==> src/rtl/dmmu_pkg.sv <==
package dmmu_pkg;
    localparam int FLT_W    = 5;
    localparam int FB_PRIV  = 0;
    localparam int FB_DAE   = 1;
    localparam int FB_ALIGN = 2;
    localparam int FB_MISS  = 3;
    localparam int FB_PROT  = 4;

    typedef enum logic [2:0] {
        CAUSE_NONE     = 3'd0,
        CAUSE_ILL_ASI  = 3'd1,
        CAUSE_OTHER    = 3'd2,
        CAUSE_VA_RANGE = 3'd3,
        CAUSE_NFO      = 3'd4,
        CAUSE_SIDE_EFF = 3'd5
    } cause_e;

    typedef enum logic [1:0] {
        CT_PRI = 2'd0,
        CT_SEC = 2'd1,
        CT_NUC = 2'd2
    } ctx_type_e;
endpackage

==> src/rtl/dmmu_mode_dec.sv <==
module dmmu_mode_dec
    import dmmu_pkg::*;
#(
    parameter int VA_W    = 64,
    parameter int VA_IMPL = 48,
    parameter int CTX_W   = 13
) (
    input  logic [VA_W-1:0]  va,
    input  logic             priv,
    input  logic             hpriv,
    input  logic             xlat_off,
    input  logic             red,
    input  logic             implicit_asi,
    input  logic             restricted,
    input  logic             hpriv_only,
    input  logic             real_asi,
    input  logic             as_if_user,
    input  logic [1:0]       ctx_sel,
    input  logic [CTX_W-1:0] pri_ctx,
    input  logic [CTX_W-1:0] sec_ctx,
    output logic             priv_act,
    output logic             hpo_viol,
    output logic             va_bad,
    output logic             real_acc,
    output logic             bypass,
    output ctx_type_e        ctx_type,
    output logic [CTX_W-1:0] ctx
);
    localparam int HI_W = VA_W - VA_IMPL + 1;

    generate
        if (VA_IMPL >= VA_W) begin : g_full_va
            assign va_bad = 1'b0;
        end else begin : g_hole_va
            logic [HI_W-1:0] va_hi;
            assign va_hi  = va[VA_W-1:VA_IMPL-1];
            assign va_bad = !((va_hi == '0) || (va_hi == '1));
        end
    endgenerate

    assign priv_act = !implicit_asi && !priv && !hpriv && restricted;
    assign hpo_viol = !implicit_asi && !hpriv && hpriv_only;
    assign real_acc = (xlat_off && !hpriv && !red) || real_asi;
    assign bypass   = hpriv && (implicit_asi || (!as_if_user && !real_asi));

    always_comb begin
        ctx_type = CT_PRI;
        ctx      = pri_ctx;
        if (!implicit_asi) begin
            unique case (ctx_sel)
                2'd1: begin
                    ctx_type = CT_SEC;
                    ctx      = sec_ctx;
                end
                2'd2: begin
                    ctx_type = CT_NUC;
                    ctx      = '0;
                end
                default: begin
                    ctx_type = CT_PRI;
                    ctx      = pri_ctx;
                end
            endcase
        end
        if (real_acc) begin
            ctx = '0;
        end
    end
endmodule

==> config.mk <==
export PLATFORM = sky130hd
export DESIGN_NAME = dmmu_mode_dec
export DESIGN_NICKNAME = d
export VERILOG_FILES = /design/src/rtl/dmmu_pkg.sv /design/src/rtl/dmmu_mode_dec.sv
export SDC_FILE = /design/constraint.sdc
export NUM_CORES = 1
export LEC_CHECK = 0
export BUFFER_PORTS_ARGS = -buffer_cell sky130_fd_sc_hd__buf_2
export CORE_UTILIZATION = 22
export DETAILED_ROUTE_END_ITERATION = 6
export PLACE_DENSITY = 0.9
export SLEW_MARGIN = 20
export SYNTH_ARGS = -nofsm -noshare
export SYNTH_HDL_FRONTEND = slang
export SYNTH_SLANG_ARGS = --single-unit
==> constraint.sdc <==
create_clock -name vclk -period 1.4
set_clock_uncertainty 0.15 [all_clocks]
set_input_delay 0.14 -clock vclk [all_inputs]
set_output_delay 0.14 -clock vclk [all_outputs]
set_load 0.01 [all_outputs]
=== Yosys cells after proc, flatten, opt, wreduce, memory -nomap -nowiden ===
Index checks and enable logic that the tools add are counted.

* Equal/unequal tests: 3
* Mux-type cells: 5
* Reduce and logical (&&, ||, !) cells: 20

{| class="wikitable"
|+ Operators by type and width
! cell !! number
|-
| two-way mux 13 bit || 2
|-
| case mux 13 bit (2 select lines) || 1
|-
| equality test 17 bit, second input constant || 1
|-
| zero test 17 bit || 1
|-
| logical AND 1 bit || 9
|-
| zero test 1 bit || 7
|-
| case mux 2 bit (2 select lines) || 1
|-
| logical OR 1 bit || 3
|-
| equality test 2 x 1 -> 1 bit, second input constant || 1
|-
| equality test 2 bit, second input constant || 1
|-
| two-way mux 2 bit || 1
|}

* Register bits: 0
* Bits of input ports: 101
* Logic and storage cells: 28

=== Longest topological paths before layout ===
Gate-level depths: netlist of the first run.

* Depth after elaboration: 5
* Depth in mapped cells: 6
* Depth with buffers taken out: 5

=== Worst setup path after synthesis of the first run ===
Ideal clock, no wire load.

* Kind: input to output
* From: input ctx_sel[0]
* To: output ctx[2]
* Arrival time: 1065 ps
* Slack: 45 ps
* Stages on the path: 6
* Path buffers: 1
* Cell sequence: inv_1 > ha_1 > nor2_2 > buf_4 > nand3_1 > a21oi_2

* Longest elaborated chain between the ends: 4
* Elaborated cells on any way between the ends: 5
* Those cells by class: 2 x eq/ne; 3 x mux

{| class="wikitable"
|+ Ends and longest elaborated chain
! item !! RTL line !! RTL
|-
| start, declared || dmmu_mode_dec.sv:18 || <nowiki>input logic [1:0] ctx_sel,</nowiki>
|-
| equality test 2 bit or equality test 2 x 1 -> 1 bit (tied branches) || dmmu_mode_dec.sv:50 || <nowiki>unique case (ctx_sel)</nowiki>
|-
| case mux 13 bit (2 select lines) * || dmmu_mode_dec.sv:50 ||
|-
| two-way mux 13 bit * || dmmu_mode_dec.sv:49 || <nowiki>if (!implicit_asi) begin</nowiki>
|-
| two-way mux 13 bit * || dmmu_mode_dec.sv:65 || <nowiki>if (real_acc) begin</nowiki>
|-
| end, declared || dmmu_mode_dec.sv:27 || <nowiki>output logic [CTX_W-1:0] ctx</nowiki>
|}

Every way passes the cells marked *; elsewhere a longest branch is shown, timed or not.

=== Final worst setup path of the first run ===
* From: input ctx_sel[1]
* To: output ctx[7]

Same word-level chain as after synthesis.

==> results of run 1 <==
-- synthesized netlist by cell type --
master	count	area [um^2]
or2_4	1	8.76
nor4_2	1	12.5
a21oi_2	10	87.6
nor2_2	1	6.26
inv_1	2	7.51
nor4b_1	1	8.76
and2b_1	1	7.51
a21o_1	1	7.51
nor4_1	4	25.0
a21oi_1	3	15.0
nand4_1	4	25.0
o21a_1	1	7.51
nand2_1	4	15.0
nand2_2	10	62.6
nor2_1	3	11.3
ha_1	2	25.0
nor3b_1	1	7.51
buf_2	1	5.00
buf_6	1	11.3
buf_4	1	7.51
and2b_2	1	8.76
nand3_1	13	65.1
buf_12	1	20.0
a41oi_1	1	8.76
-- repair_timing --
item / 4_1_cts / 5_1_grt
gates resized for setup: 21 / 15
endpoints found under the setup margin: 13 / 14
pin swaps: 23 / 7
setup buffers: 2 / 0
hold buffers: 0 / 0
cloned: 2 / 0
-- cell type report --
cell class,instances,area [um^2]
tap,27,33.8
timing repair buffer,82,498
inverter,2,10.0
fill,203,897
multi-input combinational,64,543
-- worst min-delay path: cells and delay by family --
kind	cells	cell delay, ps
buffers and inverters	2	210
AND/OR/NAND/NOR	1	40
-- layout by cell type, fill, tap and decap left out, types with 2 or more instances in the layout --
cell and n:
a21oi_1 3, a21oi_2 10, buf_2 67, buf_4 5, buf_6 8, nand2_1 4, nand2_2 10, nand3_1 3
nand3_2 8, nand3_4 2, nand4_1 4, nor2_1 3, nor4_2 2, nor4_4 2, or2_4 2
-- through the flow --
stage	util [%]	total power (W)	worst slack, ps	std cells
global route	54.7	0.000359	-81.7	175
detailed placement	45.6	0.000267	-176	173
global placement	45.6	0.000261	-156	173
CTS	52.8	0.000323	-23.9	177
floorplan	-	0.000127	45.1	69
finish	54.7	0.000326	-24.5	175
-- path summary, 6_finish.rpt --
path / from / to / slack (ps) / cells after the start
setup / recovery: ctx_sel[1] / ctx[7] / -20 / 7
hold / removal: priv / priv_act / 370 / 3
-- metal layers --
metal | GRT usage, % | share of wire [%]
met1 | 18.9 | 39
met2 | 31.9 | 55
met4 | 0 | 0
met3 | 0 | 5.5
met5 | 0 | 0
-- power groups by stage --
stage / clock, W / combinational (W) / sequential, W
final: 0 / 0.000326 / 0
after global routing: 0 / 0.000359 / 0
after CTS: 0 / 0.000323 / 0
after detailed placement: 0 / 0.000267 / 0
after global placement: 0 / 0.000261 / 0
after floorplan: 0 / 0.000127 / 0
-- logic make-up (layout without fill, tap and decap cells) --
| family | count (synthesis) | in the layout | share of synthesized area (%) |
|---|---|---|---|
| buffers and inverters | 6 | 84 | 11.0 |
| AO/OA/AOI/OAI | 16 | 16 | 27.1 |
| adder cells (fa/ha/maj) | 2 | 2 | 5.36 |
| AND/OR/NAND/NOR | 45 | 46 | 56.6 |
==> flow_summary.toml, run 1 <==
[yosys]
synth.avg_cell_area_um2 = 6.76
syn-num-nets = 172
netlist_area_um2 = 467
synth.distinct_cells = 24
synthCells = 69
yosysWarnings = 0
synth_seq_area_share_pct = 0

[final_layout]
layout-drive-gt1-share_pct = 82.4
final_nets = 253
seq_cell_count = 0
seq_area_um2 = 0
n_antenna_cell = 0
clock_buffers = 0
final_area_um2 = 1080
synthToLayoutAreaGrowth_pct = 132

[grt]
grt-ovfl-total = 0
grt_max_degree = 11
antenna_found_initial = 0
grt_pass1_vias = 671
grt_pass1_wl_um = 2620
grt_use_total_pct = 15.6

[run]
maxCapViolCount = 0

[floorplan]
chipWidth_um = 48.1
dieArea_um2 = 2310
ioPinCount = 121
rows = 16
initial_core_util_pct = 23.5
core_um2 = 1980
die_h_um = 48.1

[route]
dr.pass1.iters = 5
num_vias = 845
viasPerCell = 4.83
antenna_left = 0
drcViolationCount = 0
drt_iter0_markers = 8
routedWlPerCell_um = 12.5
wl_um = 2190

[timing]
slew_headroom_pct = 82.3
period_share_pct = 102
final_hold_viol_count = 0
max_freq_mhz = 702
slew_viol_final = 0
tns_ps = -41.6
fin_crit_ps = 1420
setup_viol = 4
holdWs_ps = 373
rsz0062_at_grt = "true"
worst_slack_ps = -24.5
worst_slew_pin_slew_ps = 262

[pwr]
p_leak_nw = 0.515
p_sw_share_pct = 49.2
power_frac_seq_pct = 0
ir_drop_uv = 205
p_per_area_nw_per_um2 = 300
comb_power_share_pct = 100.0
p_int_w = 0.000166
pwr-share-clk_pct = 0
switching_power_w = 0.000160

[critical_path]
path_max_fanout = 5
cpPeakStageDelay_ps = 250
critPathRequiredTime_ps = 1110
crit_chain = "buf_6 -> ha_4 -> nor2_4 -> buf_6 -> nand3_4 -> a21oi_2 -> buf_2"
path_buf_inv = 3
critPathMostFrequentCell = "buf_6"
slowest_stage = "ha_4"
worstPathArrival_ps = 1130
path_delay_family = "buffers and inverters"
endpoint_kind = "primary output"
crit_type = "in2out"
critPathLaunchType = "input pin"

[min_path]
min_path_type = "in2out"

[placed_design]
place_area_um2 = 905
io_buffers = 74
dp_hpwl_um = 1500
gp_congestion = 0.699

[run_status]
status = "finished, violations left"
violations = "negative setup slack"
No activity file was read; power rests on OpenSTA's default activity.
==> inputs of run 2 (changes only) <==
- BUFFER_PORTS_ARGS: -buffer_cell sky130_fd_sc_hd__buf_2 -> default
- CORE_AREA: default -> 2 2 46 48
- CORE_UTILIZATION: 22 -> default
- DIE_AREA: default -> 0 0 48 50
- DONT_BUFFER_PORTS: default -> 1
- PLACE_DENSITY: 0.9 -> 0.44
==> run 2 against run 1 <==
  * The run now ends clean
  * Critical path type unchanged
  * Sequential share of layout area unchanged
  * Global-route usage decreased by 6.7 points
  * First-iteration DRC count decreased by 38%
==> flow_summary.toml, run 2 (synthesis results as in run 1) <==
[run_status]
status = "complete, no violations"

[grt]
grt_pass1_vias = 430
grt-ovfl-total = 0
grt_use_total_pct = 8.89
busiest_layer = "met2"
use_met2_pct = 20.0
antenna_found_initial = 0
grt_util_met1_pct = 8.26
grt_max_degree = 15
use_met3_pct = 0
grt_pass1_wl_um = 1640

[run]
maxCapViolCount = 0

[timing]
period_share_pct = 93.4
slew_headroom_pct = 63.6
setup_viol = 0
slew_viol_final = 0
holdWs_ps = 182
max_freq_mhz = 764
final_hold_viol_count = 0
worst_slew_pin_slew_ps = 539
tns_ps = 0
rsz0062_at_grt = "false"
fin_crit_ps = 1310

[pwr]
p_per_area_nw_per_um2 = 289
p_leak_nw = 0.162
switching_power_w = 0.0000909
p_int_w = 0.0000611
power_frac_seq_pct = 0
ir_drop_uv = 83.3
pwr-share-clk_pct = 0
power_w = 0.000152
comb_power_share_pct = 100.0
p_sw_share_pct = 59.8

[clocking]
cts_setup_buffers = 0

[critical_path]
critPathLaunchType = "input pin"
timing.critical_path.from = "ctx_sel[0]"
crit_type = "in2out"
path_max_fanout = 4
worstPathArrival_ps = 1020
critPathRequiredTime_ps = 1110
endpoint_kind = "primary output"

[placed_design]
place_area_um2 = 487
dp_hpwl_um = 1150
io_buffers = 0
gp_congestion = 0.660

[final_layout]
clock_buffers = 0
utilization_pct = 27.7
layout_commonest_cell = "nand3_1"
n_antenna_cell = 0
seq_area_um2 = 0
final_area_um2 = 527
final_nets = 176
seq_cell_count = 0
layout_common_cells = "nand3_1, a21oi_2, nand2_2"
layout-drive-gt1-share_pct = 46.5
synthToLayoutAreaGrowth_pct = 12.9

[route]
drcViolationCount = 0
wl_um = 1450
routedWlPerCell_um = 14.8
num_vias = 532
dr.pass1.iters = 3
antenna_left = 0
viasPerCell = 5.43
drt_iter0_markers = 5

[floorplan]
core_um2 = 1900
initial_core_util_pct = 24.5
chipWidth_um = 48
die_h_um = 50
ioPinCount = 121
rows = 16
dieArea_um2 = 2400

[min_path]
worstHoldStart = "priv"
min_path_type = "in2out"
## run 2: cell count changes in the layout (fill, tap and decap cells not counted), sizes merged
| cell | before | now |
|---|---|---|
| buf | 82 | 5 |
## run 2: final timing paths
path / to / cells past startpoint
worst min-delay path: priv_act / 1
worst max-delay path: ctx[1] / 6
## run 2: area by class of cell
cell class	instances	area, um^2
multi-input combinational	64	447
fill	219	1380
tap	27	33.8
timing repair buffer	5	38.8
inverter	2	7.51
## run 2: power groups by stage
stage,combinational (W),sequential [W],clock [W]
2_1_floorplan,0.000127,0,0
5_1_grt,0.000171,0,0
3_3_place_gp,0.000135,0,0
3_5_place_dp,0.000137,0,0
6_report,0.000152,0,0
4_1_cts,0.000137,0,0
## run 2: worst max-delay path, stage by stage
cell and delay, ps:
inv_1 80, ha_4 230, nor2_4 110, buf_4 130
nand3_1 70, a21oi_1 250
## run 2: timing repair
action                     4_1_cts  5_1_grt
setup endpoints to repair        0       12
resized for setup                0        5
hold buffers                     0        0
## run 2: routing by layer
metal	routed length, um	share of wire, %
met5	0	0
met3	181	12
met4	0	0
met1	509	35
met2	763	52
## run 2: per-stage QoR
step | worst slack, ps | instances
after floorplan | 45.1 | 69
after global placement | 26.5 | 96
after detailed placement | 18.9 | 96
after CTS | 18.7 | 96
after global routing | 27.0 | 98
final | 91.7 | 98
==> inputs of run 3 (changes only) <==
==> constraint.sdc (replaced) <==
create_clock -name vclk -period 1.4
set_clock_uncertainty 0.15 [all_clocks]
set_input_delay 0.21 -clock vclk [all_inputs]
set_output_delay 0.21 -clock vclk [all_outputs]
set_load 0.01 [all_outputs]
==> run 3 against run 2 <==
  * Critical endpoint is now ctx[4]
  * Via count grew 5.3%
  * Critical path type unchanged
  * Largest cell class unchanged
  * Combinational power grew 33%
  * Power grew 33%
  * Non-clock buffer count grew 1
  * Core utilization grew 9.0 points
  * Maximum frequency shrank 6.0%
  * Flip-flop and latch count is the same
  * Worst hold slack gained 140 ps
  * Sequential share of layout area is the same
==> flow_summary.toml, run 3 (synthesis results as in run 1) <==
[run_status]
status = "complete, no violations"

[placed_design]
io_buffers = 0
dp_hpwl_um = 1420
gp_congestion = 0.775

[grt]
grt-ovfl-total = 0
antenna_found_initial = 0
grt_pass1_wl_um = 2080
grt_pass1_vias = 505
grt_max_degree = 14
grt_use_total_pct = 11.7

[floorplan]
chipWidth_um = 48
dieArea_um2 = 2400
ioPinCount = 121
die_h_um = 50
rows = 16
initial_core_util_pct = 24.5
core_um2 = 1900

[pwr]
ir_drop_uv = 153
power_w = 0.000202
p_leak_nw = 0.182
p_per_area_nw_per_um2 = 289

[run]
maxCapViolCount = 0

[timing]
rsz0062_at_grt = "true"
max_freq_mhz = 718
slew_viol_final = 0
worst_slew_pin_slew_ps = 381
period_share_pct = 99.4
fin_crit_ps = 1390
slew_headroom_pct = 74.5
final_hold_viol_count = 0
setup_viol = 0

[min_path]
min_path_type = "in2out"
holdPathStages = 1
worstHoldStart = "implicit_asi"

[route]
viasPerCell = 5.71
antenna_left = 0
routedWlPerCell_um = 17.7
wl_um = 1740
drt_iter0_markers = 5
drcViolationCount = 0
num_vias = 560
dr.pass1.iters = 3

[critical_path]
critPathLaunchType = "input pin"
crit_type = "in2out"
endpoint_kind = "primary output"
worstPathArrival_ps = 1030
critPathRequiredTime_ps = 1040
path_max_fanout = 5
timing.critical_path.from = "ctx_sel[1]"

[clocking]
hold_buffers = 0

[final_layout]
n_antenna_cell = 0
layout_common_cells = "nand2_2, a21oi_4, nand3_1, a21oi_2, nand3_4"
seq_area_um2 = 0
seq_cell_count = 0
clock_buffers = 0
layout-drive-gt1-share_pct = 64.8
utilization_pct = 36.7
layout_commonest_cell = "nand2_2"
synthToLayoutAreaGrowth_pct = 49.6
final_nets = 176
run 3: changes by cell type in the layout (fill, tap and decap cells not counted), sizes merged:
cell / previous run / this run
buf: 5 / 6
or2: 2 / 1
run 3: layout make-up:
| type | instances | area, um^2 |
|---|---|---|
| Fill cell | 186 | 1200 |
| Tap cell | 27 | 33.8 |
| Inverter | 2 | 12.5 |
| Multi-Input combinational cell | 63 | 579 |
| Timing Repair Buffer | 6 | 72.6 |
run 3: worst paths after layout:
path	end	slack (ps)
hold / removal	hpo_viol	320
setup / recovery	ctx[4]	8
run 3: routing by layer:
layer  part of all wire (%)  up-vias  GRT usage (%)
met5                      0        -              0
met4                      0        0          0.901
met3                     14        0           3.30
met2                     54       62           22.7
met1                     31      236           12.2
li1                       -      262              -
run 3: timing repair:
item	in CTS	in global routing
setup buffers	0	0
gates cloned	0	1
setup endpoints to repair	7	13
pin swaps	2	14
gates resized for setup	5	30
run 3: where the power goes:
part           internal, W  switching, W
registers                0             0
logic            0.0000835      0.000119
clock network            0             0
run 3: worst max-delay path, stage by stage:
cell,delay (ps)
ha_4,230
nor2_4,150
buf_6,170
nand3_4,90
a21oi_4,180
run 3: stage by stage:
step / hold slack, ps / TNS, ps / cell area (um^2) / std cells / worst slack, ps
after floorplan: 319 / 0 / 483 / 69 / 23.0
after global placement: 326 / -114 / 519 / 97 / -41.9
after detailed placement: 325 / -163 / 519 / 97 / -50.4
after CTS: 325 / -32.2 / 542 / 97 / -13.0
after global routing: 325 / -375 / 698 / 98 / -47.3
final: 323 / 0 / 698 / 98 / 7.96
